### config.mk
export PLATFORM = sky130hd
export DESIGN_NAME = hsk_cmd_engine
export DESIGN_NICKNAME = d
export VERILOG_FILES = /design/src/rtl/hsk_pkg.sv /design/src/rtl/hsk_pb_sync.sv /design/src/rtl/hsk_len_rom.sv /design/src/rtl/hsk_arg_store.sv /design/src/rtl/hsk_rsp_store.sv /design/src/rtl/hsk_cmd_engine.sv
export SDC_FILE = /design/constraint.sdc
export NUM_CORES = 1
export LEC_CHECK = 0
export BUFFER_PORTS_ARGS = -buffer_cell sky130_fd_sc_hd__buf_2
export CAP_MARGIN = 10
export CORE_MARGIN = 5
export CORE_UTILIZATION = 57
export CTS_BUF_LIST = sky130_fd_sc_hd__clkbuf_8
export DETAILED_ROUTE_END_ITERATION = 16
export HOLD_SLACK_MARGIN = 0.12
export PLACE_DENSITY = 0.81
export REMOVE_ABC_BUFFERS = 1
export SLEW_MARGIN = 25
export SYNTH_ARGS = -nofsm -noshare
export SYNTH_HDL_FRONTEND = slang
export SYNTH_SLANG_ARGS = --single-unit
### constraint.sdc
create_clock -name clk -period 2.95 [get_ports clk]
set_input_delay 0.59 -clock clk [delete_from_list [all_inputs] [get_ports clk]]
set_output_delay 0.59 -clock clk [all_outputs]
set_load 0.01 [all_outputs]
### src/rtl/hsk_pkg.sv
`timescale 1ns/1ps
package hsk_pkg;
   localparam int ACK_POS = 3;
   localparam int REQ_POS = 4;
   localparam logic [7:0] LEN_VAR = 8'hFF;
   localparam logic [7:0] PB_IDLE = 8'h18;

   typedef enum logic [1:0] {ST_IDLE, ST_CMD, ST_WAIT, ST_RSP} hsk_state_e;
   // entry: [15:8] argument length, [7:0] response length, 0xFF = variable
   typedef logic [255:0][15:0] hsk_len_tab_t;

   function automatic hsk_len_tab_t hsk_default_lens();
      hsk_len_tab_t t;
      logic [7:0] cb;
      for (int c = 0; c < 256; c++) begin
         cb = 8'(c);
         if (cb[7:6] == 2'b11) t[c] = {LEN_VAR, LEN_VAR};
         else                  t[c] = {5'd0, cb[2:0], 5'd0, cb[5:3]};
      end
      return t;
   endfunction
endpackage

### src/rtl/hsk_pb_sync.sv
`timescale 1ns/1ps
module hsk_pb_sync #(
   parameter logic [7:0] RESET_IMG = hsk_pkg::PB_IDLE
) (
   input  logic       clk,
   input  logic       rst_n,
   input  logic       wr,
   input  logic [7:0] pb_in,
   input  logic       block_req,
   output logic [7:0] image,
   output logic       ev_req
);
   import hsk_pkg::*;

   logic changed, is_req, is_rel;
   assign changed = wr && (pb_in != image);
   assign is_req  = changed && !pb_in[REQ_POS] &&  pb_in[ACK_POS];
   assign is_rel  = changed &&  pb_in[REQ_POS] && !pb_in[ACK_POS];
   assign ev_req  = is_req && !block_req;

   always_ff @(posedge clk or negedge rst_n) begin
      if (!rst_n)                image <= RESET_IMG;
      else if (is_rel)           image <= pb_in | (8'h01 << ACK_POS);
      else if (ev_req)           image <= pb_in & ~(8'h01 << ACK_POS);
      else if (changed && !is_req) image <= pb_in;
   end

   assert_req_clears_ack_R4: assert property (@(posedge clk) disable iff (!rst_n)
      ev_req |=> !image[ACK_POS]);
   assert_release_sets_ack_R2: assert property (@(posedge clk) disable iff (!rst_n)
      (wr && pb_in[REQ_POS] && !pb_in[ACK_POS] && pb_in != image) |=> image[ACK_POS]);
   assert_same_write_stable_R3: assert property (@(posedge clk) disable iff (!rst_n)
      (wr && pb_in == image) |=> $stable(image));
endmodule

### src/rtl/hsk_len_rom.sv
`timescale 1ns/1ps
module hsk_len_rom #(
   parameter hsk_pkg::hsk_len_tab_t TAB = hsk_pkg::hsk_default_lens()
) (
   input  logic [7:0] addr,
   output logic [7:0] arg_len,
   output logic [7:0] rsp_len
);
   assign {arg_len, rsp_len} = TAB[addr];
endmodule

### src/rtl/hsk_arg_store.sv
`timescale 1ns/1ps
module hsk_arg_store #(
   parameter int DEPTH = 32
) (
   input  logic               clk,
   input  logic               rst_n,
   input  logic               we,
   input  logic [7:0]         widx,
   input  logic [7:0]         wbyte,
   output logic [DEPTH*8-1:0] flat
);
   logic [7:0] mem [DEPTH];

   always_ff @(posedge clk or negedge rst_n) begin
      if (!rst_n) begin
         for (int i = 0; i < DEPTH; i++) mem[i] <= 8'h00;
      end else if (we) begin
         for (int i = 0; i < DEPTH; i++)
            if (widx == 8'(i)) mem[i] <= wbyte;
      end
   end

   for (genvar g = 0; g < DEPTH; g++) begin : g_flat
      assign flat[g*8 +: 8] = mem[g];
   end
endmodule

### src/rtl/hsk_rsp_store.sv
`timescale 1ns/1ps
module hsk_rsp_store #(
   parameter int DEPTH = 32
) (
   input  logic               clk,
   input  logic               rst_n,
   input  logic               ld,
   input  logic               ld_zero,
   input  logic [DEPTH*8-1:0] ld_data,
   input  logic [7:0]         ridx,
   output logic [7:0]         rbyte
);
   localparam int IDX_W = $clog2(DEPTH);
   logic [7:0] mem [DEPTH];

   always_ff @(posedge clk or negedge rst_n) begin
      if (!rst_n) begin
         for (int i = 0; i < DEPTH; i++) mem[i] <= 8'h00;
      end else if (ld) begin
         for (int i = 0; i < DEPTH; i++) mem[i] <= ld_zero ? 8'h00 : ld_data[i*8 +: 8];
      end
   end

   if ((1 << IDX_W) == DEPTH) begin : g_pow2
      assign rbyte = (ridx[7:IDX_W] == '0) ? mem[ridx[IDX_W-1:0]] : 8'h00;
   end else begin : g_any
      assign rbyte = (ridx < 8'(DEPTH)) ? mem[ridx[IDX_W-1:0]] : 8'h00;
   end
endmodule

### src/rtl/hsk_cmd_engine.sv
`timescale 1ns/1ps
module hsk_cmd_engine #(
   parameter int DEPTH = 32,
   parameter hsk_pkg::hsk_len_tab_t LEN_TAB = hsk_pkg::hsk_default_lens(),
   localparam int ARG_W = $clog2(DEPTH + 1)
) (
   input  logic               clk,
   input  logic               rst_n,
   input  logic               host_wr,
   input  logic [7:0]         host_pb,
   input  logic               host_sr_out,
   input  logic [7:0]         host_sr_byte,
   output logic [7:0]         pb_image,
   output logic [7:0]         sr_byte,
   output logic               sr_irq,
   output logic               disp_valid,
   output logic [7:0]         disp_cmd,
   output logic [ARG_W-1:0]   disp_argc,
   output logic [DEPTH*8-1:0] disp_args,
   input  logic               hdl_done,
   input  logic               hdl_unknown,
   input  logic [ARG_W-1:0]   hdl_rsp_len,
   input  logic [DEPTH*8-1:0] hdl_rsp_bytes
);
   import hsk_pkg::*;

   initial begin
      assert_depth_range: assert (DEPTH >= 2 && DEPTH <= 128)
         else $error("hsk_cmd_engine: DEPTH must lie in 2..128");
   end

   hsk_state_e st_q, st_n;
   logic [7:0] cmd_q, cmd_n, clen_q, clen_n, rlen_q, rlen_n;
   logic [7:0] rx_q, rx_n, tx_q, tx_n, rsz_q, rsz_n, srb_q, srb_n;
   logic       cvar_q, cvar_n, rvar_q, rvar_n;
   logic       irq_q, irq_n, disp_q, disp_n, arg_we, rsp_ld;
   logic       ev_req;
   logic [7:0] tab_arg, tab_rsp, rsp_rb, hdl_len8, tx_byte;

   hsk_pb_sync u_pb (
      .clk(clk), .rst_n(rst_n), .wr(host_wr), .pb_in(host_pb),
      .block_req(st_q == ST_WAIT), .image(pb_image), .ev_req(ev_req));

   hsk_len_rom #(.TAB(LEN_TAB)) u_rom (
      .addr(host_sr_byte), .arg_len(tab_arg), .rsp_len(tab_rsp));

   hsk_arg_store #(.DEPTH(DEPTH)) u_args (
      .clk(clk), .rst_n(rst_n), .we(arg_we), .widx(rx_q),
      .wbyte(host_sr_byte), .flat(disp_args));

   hsk_rsp_store #(.DEPTH(DEPTH)) u_rsp (
      .clk(clk), .rst_n(rst_n), .ld(rsp_ld), .ld_zero(hdl_unknown),
      .ld_data(hdl_rsp_bytes), .ridx(tx_q), .rbyte(rsp_rb));

   assign hdl_len8 = (8'(hdl_rsp_len) > 8'(DEPTH)) ? 8'(DEPTH) : 8'(hdl_rsp_len);
   assign tx_byte  = (tx_q < rsz_q) ? rsp_rb : 8'h00;

   always_comb begin
      st_n = st_q;   cmd_n = cmd_q;   cvar_n = cvar_q; clen_n = clen_q;
      rvar_n = rvar_q; rlen_n = rlen_q; rx_n = rx_q;   tx_n = tx_q;
      rsz_n = rsz_q; srb_n = srb_q;
      irq_n = 1'b0;  disp_n = 1'b0;   arg_we = 1'b0;  rsp_ld = 1'b0;
      unique case (st_q)
         ST_IDLE: if (ev_req && host_sr_out) begin
            irq_n  = 1'b1;
            cmd_n  = host_sr_byte;
            cvar_n = (tab_arg == LEN_VAR);
            clen_n = tab_arg;
            rvar_n = (tab_rsp == LEN_VAR);
            rlen_n = tab_rsp;
            rx_n   = 8'd0;
            tx_n   = 8'd0;
            if (tab_arg == 8'd0) begin
               disp_n = 1'b1;
               st_n   = ST_WAIT;
            end else begin
               st_n   = ST_CMD;
            end
         end
         ST_CMD: if (ev_req && host_sr_out) begin
            irq_n = 1'b1;
            if (cvar_q) begin
               cvar_n = 1'b0;
               clen_n = host_sr_byte;
               if (host_sr_byte == 8'd0) begin
                  disp_n = 1'b1;
                  st_n   = ST_WAIT;
               end
            end else begin
               arg_we = 1'b1;
               rx_n   = rx_q + 8'd1;
               if (rx_q + 8'd1 == clen_q) begin
                  disp_n = 1'b1;
                  st_n   = ST_WAIT;
               end
            end
         end
         ST_WAIT: if (hdl_done) begin
            rsp_ld = 1'b1;
            rsz_n  = hdl_unknown ? (rvar_q ? 8'd0 : rlen_q) : hdl_len8;
            st_n   = (!rvar_q && rlen_q == 8'd0) ? ST_IDLE : ST_RSP;
         end
         ST_RSP: if (ev_req && !host_sr_out) begin
            irq_n = 1'b1;
            if (rvar_q) begin
               rvar_n = 1'b0;
               rlen_n = rsz_q;
               srb_n  = rsz_q;
               if (rsz_q == 8'd0) st_n = ST_IDLE;
            end else begin
               srb_n = tx_byte;
               tx_n  = tx_q + 8'd1;
               if (tx_q + 8'd1 == rlen_q) st_n = ST_IDLE;
            end
         end
         default: st_n = ST_IDLE;
      endcase
   end

   always_ff @(posedge clk or negedge rst_n) begin
      if (!rst_n) begin
         st_q <= ST_IDLE; cmd_q <= '0; cvar_q <= 1'b0; clen_q <= '0;
         rvar_q <= 1'b0; rlen_q <= '0; rx_q <= '0; tx_q <= '0;
         rsz_q <= '0; srb_q <= '0; irq_q <= 1'b0; disp_q <= 1'b0;
      end else begin
         st_q <= st_n; cmd_q <= cmd_n; cvar_q <= cvar_n; clen_q <= clen_n;
         rvar_q <= rvar_n; rlen_q <= rlen_n; rx_q <= rx_n; tx_q <= tx_n;
         rsz_q <= rsz_n; srb_q <= srb_n; irq_q <= irq_n; disp_q <= disp_n;
      end
   end

   assign sr_byte    = srb_q;
   assign sr_irq     = irq_q;
   assign disp_valid = disp_q;
   assign disp_cmd   = cmd_q;
   assign disp_argc  = (rx_q > 8'(DEPTH)) ? ARG_W'(DEPTH) : rx_q[ARG_W-1:0];

   assert_irq_from_request_R13: assert property (@(posedge clk) disable iff (!rst_n)
      sr_irq |-> $past(ev_req));
   assert_single_dispatch_R9: assert property (@(posedge clk) disable iff (!rst_n)
      disp_valid |=> !disp_valid);
   assert_wait_silent_R14: assert property (@(posedge clk) disable iff (!rst_n)
      (st_q == ST_WAIT) |=> !sr_irq);
   assert_dispatch_enters_wait_R9: assert property (@(posedge clk) disable iff (!rst_n)
      disp_valid |-> (st_q == ST_WAIT));
   assert_rsp_dir_error_R12: assert property (@(posedge clk) disable iff (!rst_n)
      (st_q == ST_RSP && ev_req && host_sr_out) |=> (!sr_irq && $stable(sr_byte)));
endmodule

==> results.py, run 1 <==
metrics = {
    "cts": {
        "cts_tree": "done",
        "cts_root_buffer": "clkbuf_8",
        "insertion_delay_ns": 0.68,
        "clk_path_buf_depth": 3,
        "clk_pin_slew_ns": 0.06,
        "numCtsBuffers": 93,
        "htreeDepth": 3,
        "cts_sinks": 582,
    },
    "sta": {
        "hold_viol_final": 0,
        "post-route-period-util": 0.949,
        "clock.fmax_ghz": 0.357,
        "rsz0062_at_grt": "no",
        "period_needed_ns": 2.80,
        "finalMaxSlewViolations": 0,
        "slew_headroom": 0.518,
        "setup_viol": 0,
        "tightest_slew_ns": 0.722,
        "skew_ns": 0.0298,
        "finalSetupTns_ns": 0,
        "hold_slack_ns": 0.165,
    },
    "critical_path": {
        "crit_fanout": 9,
        "start_kind": "register",
        "crit_arrival_ns": 2.21,
        "slowest_stage": "or3_1",
        "cp_top_family": "simple AND/OR/NAND/NOR gates",
        "endpoint_kind": "primary output",
        "crit_type": "register to primary output",
        "cp.required_ns": 2.36,
        "path_buf_inv": 1,
        "max_stage_delay_ns": 0.59,
        "r2r-start": "tx_q[0]",
        "crit_chain": "or3_1, nor2_8, buf_2",
        "startpoint": "rx_q[5]",
        "reg2reg_slack_ns": 0.26,
    },
    "routing": {
        "drc": 0,
        "wl_per_cell_um": 22.0,
        "wl_um": 77600,
        "dr.pass1.iters": 8,
        "via_count": 20200,
        "drt_iter0_drc": 1739,
        "viasPerCell": 5.73,
        "ant_nets": 0,
    },
    "synth": {
        "synth_compound_area_frac": 0.0791,
        "syn_area_per_cell_um2": 11.6,
        "synth_edf_count": 0,
        "synthXorXnorAreaFrac": 0.00968,
        "synth_common_cells": "dfrtp_1 (580), nand2_1 (544), o21ai_0 (301), mux2_2 (197), clkbuf_1 (128)",
        "ys_ff_latch": 582,
        "synth_adder_area_share": 0.00572,
        "synth_top_area_share": 0.553,
        "yosys.area_share.simple": 0.116,
        "yosys-top-cells-area": "dfrtp_1 (55%), mux2_2 (8.5%), nand2_1 (7.8%)",
        "syn_area_um2": 26200,
        "synth.most_common_cell": "dfrtp_1",
        "synthCells": 2259,
        "synth.largest_area_cell": "dfrtp_1",
        "muxShareOfSynthArea": 0.201,
        "synthFlopType": "dfrtp_1",
        "synth-async-reset-ratio": 1.00,
        "synth_cell_types": 69,
        "ys_seq_area_frac": 0.555,
        "synth_top_family_by_area": "multiplexers",
        "synth_warnings": 0,
    },
    "run_status": {
        "status": "finished clean",
    },
    "floorplanning": {
        "die_w_um": 225,
        "die_h_um": 225,
        "num_rows": 78,
        "io_pins": 572,
        "core_um2": 45500,
        "start_util": 0.577,
        "dieArea_um2": 50400,
    },
    "finish": {
        "final_area_um2": 32200,
        "seqCellArea_um2": 14600,
        "multiInputGateArea_um2": 10800,
        "area_growth_pct": 22.5,
        "fin_nets": 3158,
        "drive_gt1_frac": 0.397,
        "fillers": 3084,
    },
    "global_route": {
        "antenna_found_initial": 4,
        "overflow": 0,
        "grt_usage": 0.305,
        "grt_pass1_wl_um": 121000,
        "grt_pass1_vias": 20900,
        "grt_max_degree": 169,
    },
    "placement": {
        "placed_area_um2": 29800,
        "dp_hpwl_um": 54500,
        "io_buffers": 571,
        "gp_congestion": 0.914,
    },
    "pwr": {
        "ir_drop_uv": 612,
        "leakage_uw": 0.0166,
        "p_per_area_nw_per_um2": 758,
    },
    "hold_path": {
        "hp-class": "input port to register",
        "min_from": "hdl_rsp_bytes[30]",
    },
    "run": {
        "drv_cap": 0,
    },
}
-- metrics by stage --
stage               total power [µW]  instances  utilization  worst slack (ns)
floorplan                      15100       2080            -             -8.26
global placement               17200       3315        0.655             0.282
detailed placement             17600       3315        0.655             0.225
CTS                            24400       3525        0.706           0.00146
global route                   25800       3531        0.707          0.000492
finish                         24400       3531        0.707             0.152
-- tightest hold or removal path, cell delays in order --
cell and delay [ns]:
buf_2 0.10, nand2_1 0.06, o21ai_0 0.06
-- area by class of cell --
class,instances,share of cell area
flip-flops and latches,582,0.453
multi-input cells,1478,0.337
repair buffers,687,0.127
clock buffers,117,0.0501
well taps,600,0.0233
clock inverters,45,0.00700
inverters,20,0.00257
diodes,2,0.000156
-- where the power goes --
part	total [µW]	switching [µW]	internal, µW
Combinational	6250	3340	2910
Clock	6790	3150	3640
Sequential	11400	1410	9940
Total	24400	7900	16500
-- registers in the layout (all words and copies together), names as in the netlist --
register and cells:
tx_q 8, rx_q 8, rvar_q 1, rsz_q 8
clen_q 8, u_args.flat 256, sr_byte 8, disp_valid 1
rlen_q 8, st_q 2, disp_cmd 8, u_pb.image 8
u_rsp.mem 256, sr_irq 1, cvar_q 1
-- final timing paths --
check	end	cells past startpoint
max	disp_argc[4]	3
min	u_rsp.mem[230]	3
max reg2reg	st_q[0]	7
min reg2reg	u_rsp.mem[73]	2
max in group asynchronous	u_args.flat[13]	4
min in group asynchronous	u_rsp.mem[150]	2
-- routing by layer --
metal / share of wire / global-route usage / up-vias
met1: 0.39 / 0.398 / 10100
li1: - / - / 9051
met4: 0.034 / 0.102 / 4
met5: 0.00032 / 0 / -
met2: 0.50 / 0.508 / 946
met3: 0.077 / 0.0743 / 170
-- logic make-up (layout without fill, tap and decap cells) --
| group | Yosys count | in the layout |
|---|---|---|
| and+or+nand+nor | 690 | 690 |
| DFF | 582 | 582 |
| AOI/OAI and AO/OA | 380 | 380 |
| muxes | 367 | 367 |
| buffers and inverters | 199 | 869 |
| xor gates and xnor gates | 29 | 29 |
| adders and majority gates | 12 | 12 |
| other | 0 | 2 |
-- cells in the final DEF (no fill, tap or decap), types with 8 or more instances in the layout --
master	n
buf_2	570
dfrtp_1	574
nand2b_1	8
nand3_1	15
and3_1	21
mux4_2	80
ha_1	12
mux2_2	197
mux2i_1	17
clkbuf_8	117
o21ai_0	301
nand2_1	544
xor2_1	8
buf_12	17
mux2_4	72
a21oi_1	25
nor2_1	34
dlygate4sd3_1	48
buf_4	51
clkinv_2	9
xnor2_1	21
inv_1	48
-- timing repair --
item,4_1_cts,5_1_grt
setup buffers,0,4
resized for setup,4,4
hold endpoints to repair,75,0
pin swaps,0,1
gates cloned,0,0
hold buffers,48,0
setup endpoints to repair,4,4
Power figures use the tool's default switching activity.
==> run 2, diff against run 1 <==
--- a/config.mk
+++ b/config.mk
@@ -13,6 +13,7 @@
 export DETAILED_ROUTE_END_ITERATION = 16
 export HOLD_SLACK_MARGIN = 0.12
 export PLACE_DENSITY = 0.81
+export RECOVER_POWER = 25
 export REMOVE_ABC_BUFFERS = 1
 export SLEW_MARGIN = 25
 export SYNTH_ARGS = -nofsm -noshare
==> results.py, run 2 (synthesis gave the netlist of run 1 again) <==
metrics = {
    "run_status": {
        "status": "finished clean",
    },
    "critical_path": {
        "crit_fanout": 9,
        "crit_chain": "or3_1, nor2_8, buf_2",
        "reg2reg_slack_ns": 0.25,
        "crit_arrival_ns": 2.21,
        "slowest_stage": "or3_1",
        "crit_type": "register to primary output",
        "cp.required_ns": 2.36,
        "cp_top_family": "simple AND/OR/NAND/NOR gates",
        "endpoint_kind": "primary output",
        "path_buf_inv": 1,
        "start_kind": "register",
        "max_stage_delay_ns": 0.60,
    },
    "global_route": {
        "grt_max_degree": 169,
        "antenna_found_initial": 4,
        "overflow": 0,
        "grt_pass1_vias": 20900,
        "grt_usage": 0.305,
        "grt_pass1_wl_um": 121000,
    },
    "sta": {
        "hold_viol_final": 0,
        "rsz0062_at_grt": "no",
        "finalMaxSlewViolations": 0,
        "slew_headroom": 0.196,
        "skew_ns": 0.0299,
        "post-route-period-util": 0.951,
        "tightest_slew_ns": 1.21,
        "period_needed_ns": 2.80,
        "finalSetupTns_ns": 0,
        "clock.fmax_ghz": 0.357,
        "setup_viol": 0,
    },
    "cts": {
        "clk_pin_slew_ns": 0.06,
        "htreeDepth": 3,
        "numCtsBuffers": 93,
        "cts_root_buffer": "clkbuf_8",
        "insertion_delay_ns": 0.68,
        "cts_tree": "done",
        "cts_sinks": 582,
        "clk_path_buf_depth": 3,
    },
    "finish": {
        "final_util": 0.705,
        "area_growth_pct": 22.2,
        "seqCellArea_um2": 14600,
        "final_common_cell": "dfrtp_1",
        "multiInputGateArea_um2": 10800,
        "drive_gt1_frac": 0.397,
        "fillers": 3096,
        "final_cell_mix": "dfrtp_1 (574), buf_2 (570), nand2_1 (544)",
        "fin_nets": 3158,
    },
    "floorplanning": {
        "num_rows": 78,
        "die_w_um": 225,
        "io_pins": 572,
        "core_um2": 45500,
        "die_h_um": 225,
        "start_util": 0.577,
        "dieArea_um2": 50400,
    },
    "pwr": {
        "ir_drop_uv": 609,
        "total_power_uw": 24400,
        "leakage_uw": 0.0166,
        "p_per_area_nw_per_um2": 760,
    },
    "placement": {
        "io_buffers": 571,
        "gp_congestion": 0.914,
        "dp_hpwl_um": 54500,
    },
    "routing": {
        "drc": 0,
        "drt_iter0_drc": 1864,
        "viasPerCell": 5.74,
        "wl_um": 77500,
        "via_count": 20300,
        "wl_per_cell_um": 22.0,
        "ant_nets": 0,
        "dr.pass1.iters": 5,
    },
    "run": {
        "drv_cap": 0,
    },
    "hold_path": {
        "hp-class": "input port to register",
    },
}
==> run 2: changes by cell type in the layout (fill, tap and decap cells not counted) <==
cell      delta
buf_8        -1
clkbuf_1     +1
buf_12       -6
clkbuf_4     +6
buf_4        -2
clkbuf_2     +2
==> run 2: tightest hold or removal path, delay by kind of cell <==
| family | cells | cell delay [ns] |
|---|---|---|
| compound gates | 1 | 0.06 |
| buf+inv | 1 | 0.10 |
| simple gates | 1 | 0.06 |
==> run 2: area by class of cell <==
cell class,instances,area share
sequential,582,0.455
multi-input combinational,1478,0.338
timing repair buffer,687,0.124
clock buffer,117,0.0502
tap,600,0.0234
clock inverter,45,0.00702
inverter,20,0.00258
antenna,2,0.000156
==> run 2: stage by stage <==
stage | instance area (µm²) | setup slack, ns | hold slack [ns] | instances
global placement | 29800 | 0.282 | 0.457 | 3315
CTS | 32100 | 0.00146 | 0.120 | 3525
floorplan | 25400 | -8.26 | 0.294 | 2080
detailed placement | 29800 | 0.225 | 0.465 | 3315
finish | 32100 | 0.145 | 0.168 | 3531
global route | 32100 | 0.000492 | 0.135 | 3531
==> run 2: worst paths after layout <==
check | startpoint | end | cells past startpoint
max reg2reg | tx_q[0] | st_q[0] | 7
min in group asynchronous | rst_n | u_rsp.mem[150] | 2
max | rx_q[5] | disp_argc[4] | 3
min reg2reg | u_rsp.mem[73] | u_rsp.mem[73] | 2
min | hdl_rsp_bytes[30] | u_rsp.mem[230] | 3
max in group asynchronous | rst_n | u_rsp.mem[29] | 3
==> run 2: repair_timing <==
item / in CTS / in global routing
endpoints found under the hold margin: 75 / 0
gates cloned: 0 / 0
setup buffers: 0 / 4
setup endpoints to repair: 4 / 4
pin swaps: 0 / 1
gates resized for setup: 4 / 4
hold buffers: 48 / 0
==> run 2: per-layer routing <==
layer,vias up,part of all wire,GRT usage
li1,9049,-,-
met1,10100,0.39,0.398
met2,981,0.50,0.508
met3,170,0.081,0.0743
met4,4,0.033,0.102
met5,-,0.00032,0
==> run 2: power breakdown <==
group          switching [µW]  total, µW  leakage (µW)  internal (µW)
Sequential               1410      11300       0.00781           9940
Clock                    3150       6780       0.00106           3640
Combinational            3340       6240       0.00769           2890
Total                    7900      24400        0.0166          16500
